**src/rtl/ledr_pkg.sv**
```systemverilog
package ledr_pkg;
    typedef enum logic {
        TX_OPEN = 1'b0,
        TX_HOLD = 1'b1
    } tx_state_t;

    typedef enum logic {
        RX_WATCH = 1'b0,
        RX_SHOW  = 1'b1
    } rx_state_t;
endpackage

```
**src/rtl/ledr_parity.sv**
```systemverilog
module ledr_parity #(
    parameter int WIDTH = 8
) (
    input  logic [WIDTH-1:0] data_in,
    input  logic [WIDTH-1:0] phase_in,
    input  logic             expect_par,
    output logic             all_at
);
    logic [WIDTH-1:0] hit;

    for (genvar i = 0; i < WIDTH; i++) begin : g_bit
        assign hit[i] = ((data_in[i] ^ phase_in[i]) == expect_par);
    end

    assign all_at = &hit;
endmodule

```
**src/rtl/ledr_tx.sv**
```systemverilog
module ledr_tx
    import ledr_pkg::*;
#(
    parameter int WIDTH = 8
) (
    input  logic             clk,
    input  logic             rst_n,
    input  logic             send,
    input  logic [WIDTH-1:0] word_in,
    output logic             ready,
    output logic [WIDTH-1:0] data_q,
    output logic [WIDTH-1:0] phase_q
);
    tx_state_t state, state_nx;
    logic      take;

    assign take = send && (state == TX_OPEN);

    always_comb begin
        state_nx = state;
        unique case (state)
            TX_OPEN: if (send) state_nx = TX_HOLD;
            TX_HOLD: state_nx = TX_OPEN;
        endcase
    end

    always_ff @(posedge clk) begin
        if (!rst_n) state <= TX_OPEN;
        else        state <= state_nx;
    end

    always_comb begin
        ready = 1'b0;
        unique case (state)
            TX_OPEN: ready = 1'b1;
            TX_HOLD: ready = 1'b0;
        endcase
    end

    always_ff @(posedge clk) begin
        if (!rst_n) begin
            data_q  <= '0;
            phase_q <= '0;
        end else if (take) begin
            data_q  <= word_in;
            phase_q <= phase_q ^ ~(word_in ^ data_q);
        end
    end

    assert_one_wire_R2: assert property (@(posedge clk) disable iff (!rst_n)
        (send && ready) |=> (((data_q ^ $past(data_q)) ^ (phase_q ^ $past(phase_q))) == '1));

    assert_value_wire_R5: assert property (@(posedge clk) disable iff (!rst_n)
        (send && ready) |=> (data_q == $past(word_in)));

    assert_hold_cycle_R6: assert property (@(posedge clk) disable iff (!rst_n)
        (send && ready) |=> !ready);

    assert_ignore_busy_R7: assert property (@(posedge clk) disable iff (!rst_n)
        !ready |=> ($stable(data_q) && $stable(phase_q)));
endmodule

```
**src/rtl/ledr_rx.sv**
```systemverilog
module ledr_rx
    import ledr_pkg::*;
#(
    parameter int WIDTH = 8
) (
    input  logic             clk,
    input  logic             rst_n,
    input  logic [WIDTH-1:0] data_in,
    input  logic [WIDTH-1:0] phase_in,
    output logic [WIDTH-1:0] word_q,
    output logic             valid
);
    rx_state_t state, state_nx;
    logic      expect_q;
    logic      all_at;

    ledr_parity #(.WIDTH(WIDTH)) u_parity (
        .data_in   (data_in),
        .phase_in  (phase_in),
        .expect_par(expect_q),
        .all_at    (all_at)
    );

    always_comb begin
        state_nx = state;
        unique case (state)
            RX_WATCH: if (all_at) state_nx = RX_SHOW;
            RX_SHOW:  state_nx = RX_WATCH;
        endcase
    end

    always_ff @(posedge clk) begin
        if (!rst_n) state <= RX_WATCH;
        else        state <= state_nx;
    end

    always_ff @(posedge clk) begin
        if (!rst_n) begin
            expect_q <= 1'b1;
            word_q   <= '0;
        end else if (state == RX_WATCH && all_at) begin
            expect_q <= ~expect_q;
            word_q   <= data_in;
        end
    end

    always_comb begin
        valid = 1'b0;
        unique case (state)
            RX_WATCH: valid = 1'b0;
            RX_SHOW:  valid = 1'b1;
        endcase
    end

    assert_pulse_one_R8: assert property (@(posedge clk) disable iff (!rst_n)
        valid |=> !valid);

    assert_word_match_R8: assert property (@(posedge clk) disable iff (!rst_n)
        valid |-> (word_q == data_in));

    assert_parity_flip_R8: assert property (@(posedge clk) disable iff (!rst_n)
        valid |-> ((data_in ^ phase_in) == {WIDTH{~expect_q}}));
endmodule

```
**src/rtl/ledr_link.sv**
```systemverilog
module ledr_link #(
    parameter int WIDTH = 8
) (
    input  logic             clk,
    input  logic             rst_n,
    input  logic             send,
    input  logic [WIDTH-1:0] word_in,
    output logic             ready,
    output logic [WIDTH-1:0] lane_data,
    output logic [WIDTH-1:0] lane_phase,
    output logic [WIDTH-1:0] word_out,
    output logic             valid
);
    ledr_tx #(.WIDTH(WIDTH)) u_tx (
        .clk    (clk),
        .rst_n  (rst_n),
        .send   (send),
        .word_in(word_in),
        .ready  (ready),
        .data_q (lane_data),
        .phase_q(lane_phase)
    );

    ledr_rx #(.WIDTH(WIDTH)) u_rx (
        .clk     (clk),
        .rst_n   (rst_n),
        .data_in (lane_data),
        .phase_in(lane_phase),
        .word_q  (word_out),
        .valid   (valid)
    );

    assert_reset_idle_R1: assert property (@(posedge clk)
        !rst_n |=> (lane_data == '0 && lane_phase == '0 && ready && !valid));
endmodule

```
**config.mk**
```make
export PLATFORM = sky130hd
export DESIGN_NAME = ledr_link
export DESIGN_NICKNAME = d
export VERILOG_FILES = /design/src/rtl/ledr_pkg.sv /design/src/rtl/ledr_parity.sv /design/src/rtl/ledr_tx.sv /design/src/rtl/ledr_rx.sv /design/src/rtl/ledr_link.sv
export SDC_FILE = /design/constraint.sdc
export NUM_CORES = 1
export LEC_CHECK = 0
export BUFFER_PORTS_ARGS = -buffer_cell sky130_fd_sc_hd__buf_2
export CORE_MARGIN = 1.5
export CORE_UTILIZATION = 30
export CTS_BUF_LIST = sky130_fd_sc_hd__clkbuf_4 sky130_fd_sc_hd__clkbuf_8
export DETAILED_ROUTE_END_ITERATION = 7
export SLEW_MARGIN = 15
export SYNTH_ARGS = -nofsm -noshare
export SYNTH_HDL_FRONTEND = slang
export SYNTH_SLANG_ARGS = --single-unit
```
**constraint.sdc**
```tcl
create_clock -name clk -period 3.4 [get_ports clk]
set_input_delay 0.68 -clock clk [delete_from_list [all_inputs] [get_ports clk]]
set_output_delay 0.68 -clock clk [all_outputs]
set_load 0.005 [all_outputs]
```
==> results of run 1 <==
metrics by stage:
step | instance area, sq um | util, % | power (uW) | hold slack [ps] | instances
floorplan | 1220 | - | 425 | 454 | 137
global placement | 1450 | 36.5 | 463 | 445 | 218
detailed placement | 1450 | 36.5 | 463 | 452 | 218
CTS | 1500 | 37.7 | 654 | 465 | 222
global route | 1500 | 37.7 | 681 | 491 | 222
finish | 1500 | 37.7 | 643 | 461 | 222
placed cells by master, fill, tap and decap left out:
| master | instances |
|---|---|
| and2_1 | 9 |
| clkbuf_4 | 1 |
| dfxtp_1 | 27 |
| inv_1 | 1 |
| nand3_1 | 1 |
| nor4_4 | 1 |
| nor4_1 | 1 |
| nand4_1 | 1 |
| o21ai_0 | 1 |
| and4_1 | 1 |
| nor3_1 | 1 |
| xnor2_1 | 17 |
| buf_4 | 1 |
| nand2b_1 | 1 |
| mux2i_1 | 8 |
| buf_2 | 36 |
| nand2_1 | 41 |
| clkbuf_8 | 3 |
| nor2_4 | 1 |
| nor2_1 | 2 |
| nor2b_1 | 2 |
| a21boi_0 | 8 |
| xor2_1 | 7 |
routing by layer:
| layer | part of all wire [%] | track usage, % | vias to the layer above | routed length, microns |
|---|---|---|---|---|
| met3 | 6.6 | 4.56 | 2 | 168 |
| met2 | 44 | 18.0 | 28 | 1110 |
| li1 | - | - | 501 | - |
| met1 | 49 | 16.3 | 434 | 1240 |
| met4 | 0.51 | 2.30 | 0 | 13 |
| met5 | 0 | 0 | - | 0 |
cell type report:
class	instances	area, sq um
Inverter	1	3.75
Timing Repair Buffer	37	188
Multi-Input combinational cell	103	656
Sequential cell	27	541
Tap cell	50	62.6
Clock buffer	4	48.8
Fill cell	413	2470
worst register-to-register path: stages, from the launching register on:
cell,delay (ps)
dfxtp_1,440
xor2_1,220
nor3_1,100
and4_1,250
nor2_4,290
mux2i_1,220
Yosys cell counts:
library cell	number	area [sq um]
nand2_1	41	154
dfxtp_1	27	541
xnor2_1	17	149
and2_1	9	56.3
a21boi_0	8	60.1
mux2i_1	8	80.1
xor2_1	7	61.3
clkbuf_1	5	18.8
nor2_1	2	7.51
nor2b_1	2	12.5
and4_1	1	8.76
buf_2	1	5.00
inv_1	1	3.75
nand2b_1	1	6.26
nand3_1	1	5.00
nand4_1	1	6.26
nor2_4	1	11.3
nor3_1	1	5.00
nor4_1	1	6.26
nor4_4	1	21.3
o21ai_0	1	5.00
worst max path at each step:
stage,endpoint,slack [ps],start
2_1_floorplan,u_tx.phase_q[2],1750,send
3_3_place_gp,u_tx.phase_q[7],1810,send
3_5_place_dp,u_rx.word_q[1],1800,u_tx.data_q[4]
4_1_cts,u_rx.word_q[0],1790,u_tx.data_q[4]
5_1_grt,u_rx.word_q[0],1670,u_tx.data_q[4]
6_report,u_rx.word_q[0],1820,u_tx.data_q[4]
sequential cells by signal (all words and copies together) (netlist names):
signal / flops
u_rx.expect_q: 1
u_rx.state: 1
u_rx.word_q: 8
u_tx.data_q: 8
u_tx.phase_q: 8
u_tx.state: 1
cell families (layout without fill, tap and decap cells):
logic type | count (synthesis) | count (layout)
AOI/OAI and AO/OA | 9 | 9
xor gates and xnor gates | 24 | 24
buffers and inverters | 7 | 42
DFF | 27 | 27
muxes | 8 | 8
and+or+nand+nor | 62 | 62
power breakdown:
group / internal, uW / switching, uW
logic: 53.0 / 48.4
registers: 333 / 20.6
clock network: 91.9 / 96.1
total: 478 / 165
==> summary.txt, run 1 <==
Status
  – Status: finished clean

Clock tree
  – Post-CTS Hold Fix Bufs: 0
  – Clock root buffer: clkbuf_8
  – CTS tree: done
  – Post CTS Setup Buffer Count: 0
  – Clock latency on the worst-skew pair: approximately 270 ps
  – Cts bufs inserted: 3
  – Cts repair resizes: 0
  – Clock-pin transition on the worst setup and hold timing paths: about 90 ps
  – CTS HTree Levels: 1
  – Clk buf depth: 2
  – Sink Count: 27

Floorplan
  – Full die area: approximately 4500 sq um
  – Die width: about 67 microns
  – Core area: ~4000 sq um
  – Initial Util: between 30% and 40%
  – Row count: 23
  – Die Ht: around 67 microns
  – I/O pin total: 37

Worst setup path
  – Endpoint class of the critical path: flip-flop
  – Slowest stage delay, CP: ~440 ps
  – CP top delay family: simple AND/OR/NAND/NOR gates
  – Worst path slowest cell: dfxtp_1
  – Reg2Reg Capture Point: u_rx.word_q[0]
  – Worst r2r src: u_tx.data_q[4]
  – Crit-path cells: xor2_1, nor3_1, and4_1, nor2_4, mux2i_1
  – Critical path type: flip-flop to flip-flop
  – Critical path arrival: roughly 1800 ps
  – Buf/Inv on CP: 0
  – Worst Path Required: ~3600 ps
  – Critical path fanouts, max: 9
  – Cells on worst reg2reg path: 5
  – Startpoint Class: flip-flop
  – Stages on the worst setup path: 5
  – Setup slack on the worst flop-to-flop path: approximately 1800 ps

Pwr
  – P_leak: 0.000711 uW
  – Pwr per Cell Area: roughly 430 nW/um^2
  – Max IR drop VDD: roughly 250 uV

Detailed routing
  – Final antenna-violating net count: 0
  – Vias: 965
  – Drt pass-1 iters: 4
  – Wire per inst: 11.4 microns
  – DRT Wirelength: roughly 2500 microns
  – DR iter-0 viols: between 40 and 50
  – Routed vias/inst: 4.35
  – DRC viols: 0

STA
  – Final hold violations: 0
  – Least-Margin Pin Slew: around 530 ps
  – Slew HR: roughly two thirds
  – Final setup margin: around 1800 ps
  – RSZ-0062 raised after global routing: no
  – Max-slew violations: 0
  – Minimum clock period: 1580 ps
  – Skew final: 1.82 ps
  – Final setup TNS: 0 ps
  – Fin crit share: between 40% and 50%
  – Setup violations, final: 0
  – Max Freq: approximately 0.63 GHz

Global routing
  – Overflow after GRT: 0
  – GR Util All Layers: 12.0%
  – Initial antenna violation count: 0
  – Number of global-route vias before repair: about 850
  – Largest net degree at the start of global routing: 36
  – Global-route wire length before repair: between 4000 and 5000 microns

Synthesis
  – Sequential share of the synthesized area: 44.2%
  – Warning count from the yosys run: 0
  – Synth Area per Inst: 8.93 sq um
  – Compound-cell area share of the yosys netlist: under 10%
  – #FFs+latches synth: 27
  – Largest family of logic cells by synthesized area: simple AND/OR/NAND/NOR gates
  – Adder-Cell Fraction of Synth Area: 0%
  – Post-synthesis mux area share: about 6.5%
  – Post-synthesis cell count: between 100 and 150
  – Xor/xnor share of the synthesized area: between 15 and 20%
  – Simple-gate share of the synthesized area: about a quarter
  – Count of cell types in the netlist: 21
  – Post-Syn Area: 1220 sq um
  – Syn nets: between 100 and 150

Job
  – Max Cap Viol: 0

Place
  – Port Buffer Count: 36
  – Dpl ws: ~1800 ps
  – Placer congestion estimate: approximately 0.73
  – DP HPWL: 1800 microns

Worst hold path
  – Worst Hold Class: flip-flop to flip-flop
  – WHS Endpoint: u_rx.word_q[6]
  – Hold Path Origin: u_rx.word_q[6]
  – Worst hold path stage count: 2

Final layout
  – Nets: approximately 180
  – ANT cells: 0
  – Area Overhead vs Synth: 22.5%
  – Ratio of cells with drive above 1 in the final layout: 25.0%
Power figures use the tool's default switching activity.
==> run 2: changes to the inputs <==
clock period = 1.3 ns   (was 3.4 ns; I/O delays follow)
==> summary.txt, run 2 (synthesis results as in run 1) <==
Status
  – Status: complete, but fails checks
  – Failing checks: negative setup slack

Final layout
  – Biggest regs: u_rx.word_q x8, u_tx.data_q x8, u_tx.phase_q x8
  – Commonest non-fill, non-tap cell in the layout: nand2_1
  – Ratio of cells with drive above 1 in the final layout: 45.3% (+20 points)
  – ANT cells: 0 (unchanged)
  – Most frequent cells in the layout: nand2_1 (41), buf_2 (36), buf_4 (18), xnor2_1 (16), dfxtp_1 (13)
  – Area Overhead vs Synth: 44.4%
  – Nets: 204 (+11%)

Worst setup path
  – Critical path arrival: 1600 ps (-180 ps)
  – Cells on worst reg2reg path: 5 (unchanged)
  – Reg2Reg Capture Point: u_rx.word_q[0]
  – Startpoint Class: flip-flop
  – Setup slack on the worst flop-to-flop path: -140 ps (-1960 ps)
  – Critical path type: flip-flop to flip-flop
  – Worst r2r src: u_tx.phase_q[0]
  – Endpoint class of the critical path: flip-flop
  – Critical path fanouts, max: 5 (-4)
  – Worst Path Required: 1460 ps (-2140 ps)

Detailed routing
  – DRC viols: 0 (unchanged)
  – DR iter-0 viols: 17 (-63%)
  – Drt pass-1 iters: 4 (unchanged)
  – DRT Wirelength: 2750 microns (+8.6%)
  – Final antenna-violating net count: 0 (unchanged)
  – Routed vias/inst: 4.29 (-1.2%)
  – Vias: 1039 (+7.7%)
  – Wire per inst: 11.4 microns (-0.41%)

STA
  – Max Freq: 0.695 GHz (+9.6%)
  – Setup violations, final: 10 (+10)
  – Final setup margin: -140 ps (-1960 ps)
  – Minimum hold slack: 239 ps (-222 ps)
  – Final hold violations: 0 (unchanged)
  – Least-Margin Pin Slew: 306 ps (-220 ps)
  – RSZ-0062 raised after global routing: yes
  – Final setup TNS: -1170 ps (-1170 ps)
  – Slew HR: 79.6% (+15 points)
  – Max-slew violations: 0 (unchanged)
  – Minimum clock period: 1440 ps (-138 ps)
  – Fin crit share: 111% (+64 points)
  – Skew final: 4.25 ps (+2.43 ps)

Global routing
  – Number of global-route vias before repair: 970 (+14%)
  – Largest net degree at the start of global routing: 25 (-31%)
  – GR Util All Layers: 13.9% (+2.0 points)
  – Global-route wire length before repair: 4560 microns (+13%)
  – Initial antenna violation count: 0 (unchanged)
  – Overflow after GRT: 0 (unchanged)

Pwr
  – Power Total: 1790 uW (+180%)
  – P_leak: 0.000835 uW (+17%)
  – Pwr per Cell Area: 1020 nW/um^2 (+140%)
  – Max IR drop VDD: 691 uV (+180%)

Floorplan
  – Core area: 3970 sq um (unchanged)
  – Die Ht: 66.9 microns (unchanged)
  – Die width: 66.9 microns (unchanged)
  – Row count: 23 (unchanged)
  – I/O pin total: 37 (unchanged)
  – Full die area: 4470 sq um (unchanged)
  – Initial Util: 30.8% (unchanged)

Clock tree
  – CTS HTree Levels: 1 (unchanged)
  – Sink Count: 27 (unchanged)
  – Clock root buffer: clkbuf_8
  – Clk buf depth: 2 (unchanged)
  – Cts bufs inserted: 3 (unchanged)
  – CTS tree: done
  – Clock latency on the worst-skew pair: 270 ps (about the same)
  – Clock-pin transition on the worst setup and hold timing paths: 90 ps (about the same)

Place
  – Placer congestion estimate: 0.741 (+1.4%)
  – DP HPWL: 1900 microns (+5.3%)
  – Port Buffer Count: 36 (unchanged)

Worst hold path
  – Worst hold path stage count: 3 (+1)
  – Worst Hold Class: primary input to flip-flop
  – Hold Path Origin: word_in[1]
  – WHS Endpoint: u_tx.data_q[1]

Job
  – Max Cap Viol: 0 (unchanged)
[run 2: per-stage QoR]
stage | util (%) | worst slack (ps) | cells | instance area (sq um)
after CTS | 43.8 | -139 | 242 | 1740
after floorplan | - | -37.7 | 137 | 1250
final | 44.5 | -140 | 242 | 1770
after detailed placement | 41.6 | -240 | 237 | 1650
after global routing | 44.5 | -219 | 242 | 1770
after global placement | 41.6 | -187 | 237 | 1650
[run 2: cell type report]
class / instances / area (sq um)
Multi-Input combinational cell: 104 / 733
Fill cell: 384 / 2200
Timing Repair Buffer: 56 / 355
Inverter: 1 / 3.75
Tap cell: 50 / 62.6
Sequential cell: 27 / 563
Clock buffer: 4 / 48.8
[run 2: how the worst max path moves through the flow]
stage	end	start	slack [ps]
final	u_rx.word_q[0]	u_tx.phase_q[0]	-140
after global routing	u_rx.word_q[1]	u_tx.phase_q[0]	-220
after CTS	u_rx.word_q[0]	u_tx.phase_q[6]	-140
after detailed placement	u_rx.word_q[4]	u_tx.data_q[0]	-240
after global placement	u_rx.word_q[2]	u_tx.data_q[0]	-190
after floorplan	u_rx.word_q[0]	u_tx.data_q[3]	-40
[run 2: critical path: stages, from the launching register on]
cell and delay [ps]:
dfxtp_2 340, xor2_2 180, nor4_2 320, and4_4 310, nor2_4 70, mux2i_1 110
[run 2: routing by layer]
layer / wire length [microns] / GRT usage, %
met5: 0 / 0
met4: 33 / 4.59
met3: 168 / 4.39
met2: 1300 / 22.8
met1: 1250 / 17.3
[run 2: what timing repair did]
action	in CTS	in global routing
resized for setup	9	4
pin swaps	9	6
setup endpoints to repair	10	10
cloned	1	0
hold buffers	0	0
setup buffers	1	0
[run 2: where the power goes]
part | total, uW | switching [uW] | leakage [uW] | internal [uW]
Combinational | 389 | 175 | 0.000582 | 214
Sequential | 915 | 39.9 | 0.000226 | 876
Clock | 488 | 248 | 0.0000262 | 240
==> run 3: changes to the inputs <==
CORE_ASPECT_RATIO = 0.75   (was unset)
==> summary.txt, run 3 (synthesis results as in run 1) <==
Status
  – Status: complete, but fails checks
  – Failing checks: negative setup slack

Detailed routing
  – Drt pass-1 iters: 4 (unchanged)
  – DRC viols: 0 (unchanged)
  – Routed vias/inst: 4.32 (+0.55%)
  – Vias: 1049 (+0.96%)
  – DRT Wirelength: 2890 microns (+5.2%)
  – Wire per inst: 11.9 microns (+4.8%)
  – Final antenna-violating net count: 0 (unchanged)
  – DR iter-0 viols: 37 (+20)

Final layout
  – Most frequent cells in the layout: nand2_1 (41), buf_2 (36), buf_4 (18), xnor2_1 (17), dfxtp_1 (13)
  – # fillers: 386 (+0.52%)
  – Nets: 203 (-0.49%)
  – Area Overhead vs Synth: 42.3%
  – Post-route insts no fill: 243 (+0.41%)
  – Commonest non-fill, non-tap cell in the layout: nand2_1
  – Biggest regs: u_rx.word_q x8, u_tx.data_q x8, u_tx.phase_q x8
  – Ratio of cells with drive above 1 in the final layout: 44.5% (-0.81 points)
  – ANT cells: 0 (unchanged)

Pwr
  – Sequential share of power: 51.1% (about the same)
  – Max IR drop VDD: 605 uV (-12%)
  – Power Total: 1790 uW (about the same)
  – Pwr per Cell Area: 1030 nW/um^2 (+1.3%)
  – Power Internal: 1320 uW (-0.58%)
  – Sw frac: 26.2% (+0.36 points)
  – Logic pwr share: 21.2% (-0.5 points)
  – Net Sw Power: 469 uW (+1.3%)
  – P_leak: 0.000822 uW (-1.6%)
  – Clk pwr share: 27.6% (+0.4 points)

Worst setup path
  – Endpoint class of the critical path: flip-flop
  – Critical path fanouts, max: 5 (unchanged)
  – Worst r2r src: u_tx.phase_q[5]
  – Cells on worst reg2reg path: 6 (+1)
  – Setup slack on the worst flop-to-flop path: -150 ps (about the same)
  – Critical path arrival: 1600 ps (about the same)
  – Reg2Reg Capture Point: u_rx.word_q[0]
  – Startpoint Class: flip-flop
  – Worst Path Required: 1460 ps (about the same)
  – Critical path type: flip-flop to flip-flop

STA
  – RSZ-0062 raised after global routing: yes
  – Fin crit share: 111% (+0.62 points)
  – Final setup TNS: -1170 ps (+3.56 ps)
  – Skew final: 2.11 ps (-2.14 ps)
  – Max-slew violations: 0 (unchanged)
  – Minimum hold slack: 240 ps (+0.433 ps)
  – Setup violations, final: 10 (unchanged)
  – Minimum clock period: 1450 ps (+8.01 ps)
  – Max Freq: 0.691 GHz (-0.55%)
  – Slew HR: 79.6% (about the same)
  – Final setup margin: -148 ps (-8.01 ps)
  – Final hold violations: 0 (unchanged)
  – Least-Margin Pin Slew: 305 ps (-0.459 ps)

Global routing
  – Overflow after GRT: 0 (unchanged)
  – GR Util All Layers: 13.9% (about the same)
  – Initial antenna violation count: 0 (unchanged)
  – Number of global-route vias before repair: 1027 (+5.9%)
  – Largest net degree at the start of global routing: 36 (+44%)
  – Global-route wire length before repair: 4840 microns (+6.2%)

Clock tree
  – Clock-pin transition on the worst setup and hold timing paths: 90 ps (about the same)
  – Cts bufs inserted: 3 (unchanged)
  – CTS tree: done
  – Sink Count: 27 (unchanged)
  – Clk buf depth: 2 (unchanged)
  – CTS HTree Levels: 1 (unchanged)
  – Post-CTS Hold Fix Bufs: 0 (unchanged)
  – Clock latency on the worst-skew pair: 270 ps (about the same)
  – Clock root buffer: clkbuf_8

Floorplan
  – Core area: 3780 sq um (-4.8%)
  – Die Ht: 58.3 microns (-13%)
  – Row count: 19 (-17%)
  – Initial Util: 32.4% (+1.6 points)
  – Die width: 76.7 microns (+15%)
  – Full die area: 4480 sq um (about the same)
  – I/O pin total: 37 (unchanged)

Place
  – Dpl ws: -199 ps (+41.4 ps)
  – DP HPWL: 2230 microns (+18%)
  – Placer congestion estimate: 0.796 (+7.4%)
  – Port Buffer Count: 36 (unchanged)
  – Placed cell count: 237 (unchanged)

Worst hold path
  – WHS Endpoint: u_tx.data_q[0]
  – Hold Path Origin: word_in[0]
  – Worst Hold Class: primary input to flip-flop
  – Worst hold path stage count: 3 (unchanged)

Job
  – Max Cap Viol: 0 (unchanged)
[run 3: cell types whose count changed in the layout (fill, tap and decap cells not counted), sizes merged]
cell,delta
buf,-1
[run 3: metrics by stage]
step	utilization [%]	area (sq um)
6_report	46.1	1740
5_1_grt	46.1	1740
4_1_cts	45.7	1730
3_5_place_dp	42.7	1620
3_3_place_gp	42.7	1620
2_1_floorplan	-	1250
[run 3: power by group through the flow]
| stage | combinational [uW] | sequential (uW) | clock, uW |
|---|---|---|---|
| finish | 380 | 916 | 495 |
| global route | 417 | 922 | 552 |
| CTS | 383 | 914 | 517 |
| detailed placement | 363 | 926 | 0 |
| global placement | 352 | 923 | 0 |
| floorplan | 174 | 945 | 0 |
[run 3: per-layer routing]
metal | GRT usage, % | up-vias | share of wire, %
met1 | 18.8 | 478 | 48
li1 | - | 537 | -
met4 | 3.17 | 0 | 1.2
met2 | 22.0 | 30 | 45
met3 | 4.34 | 4 | 5.5
met5 | 0 | - | 0
[run 3: how the worst max path moves through the flow]
stage,slack (ps),startpoint,to
after global placement,-120,u_tx.phase_q[3],u_rx.word_q[6]
final,-150,u_tx.phase_q[5],u_rx.word_q[0]
after global routing,-210,u_tx.data_q[6],u_rx.word_q[6]
after detailed placement,-200,u_tx.data_q[3],u_rx.word_q[0]
after floorplan,-40,u_tx.data_q[3],u_rx.word_q[0]
after CTS,-140,u_tx.data_q[6],u_rx.word_q[0]
[run 3: cell type report]
cell class	count	area [sq um]	area share (%)
multi-input combinational	104	726	41.7
sequential	27	563	32.3
timing repair buffer	55	335	19.3
tap	52	65.1	3.74
clock buffer	4	48.8	2.80
inverter	1	3.75	0.216
[run 3: worst max-delay path: stages, from the launching register on]
cell and delay (ps):
dfxtp_2 340, xor2_1 230, nand4_1 220, nor4_4 170
buf_4 180, nor2_4 70, mux2i_1 120
[run 3: timing repair]
action                     4_1_cts  5_1_grt
pin swaps                        5        2
setup endpoints to repair       10       10
resized for setup                9        2
setup buffers                    1        0
cloned                           1        0
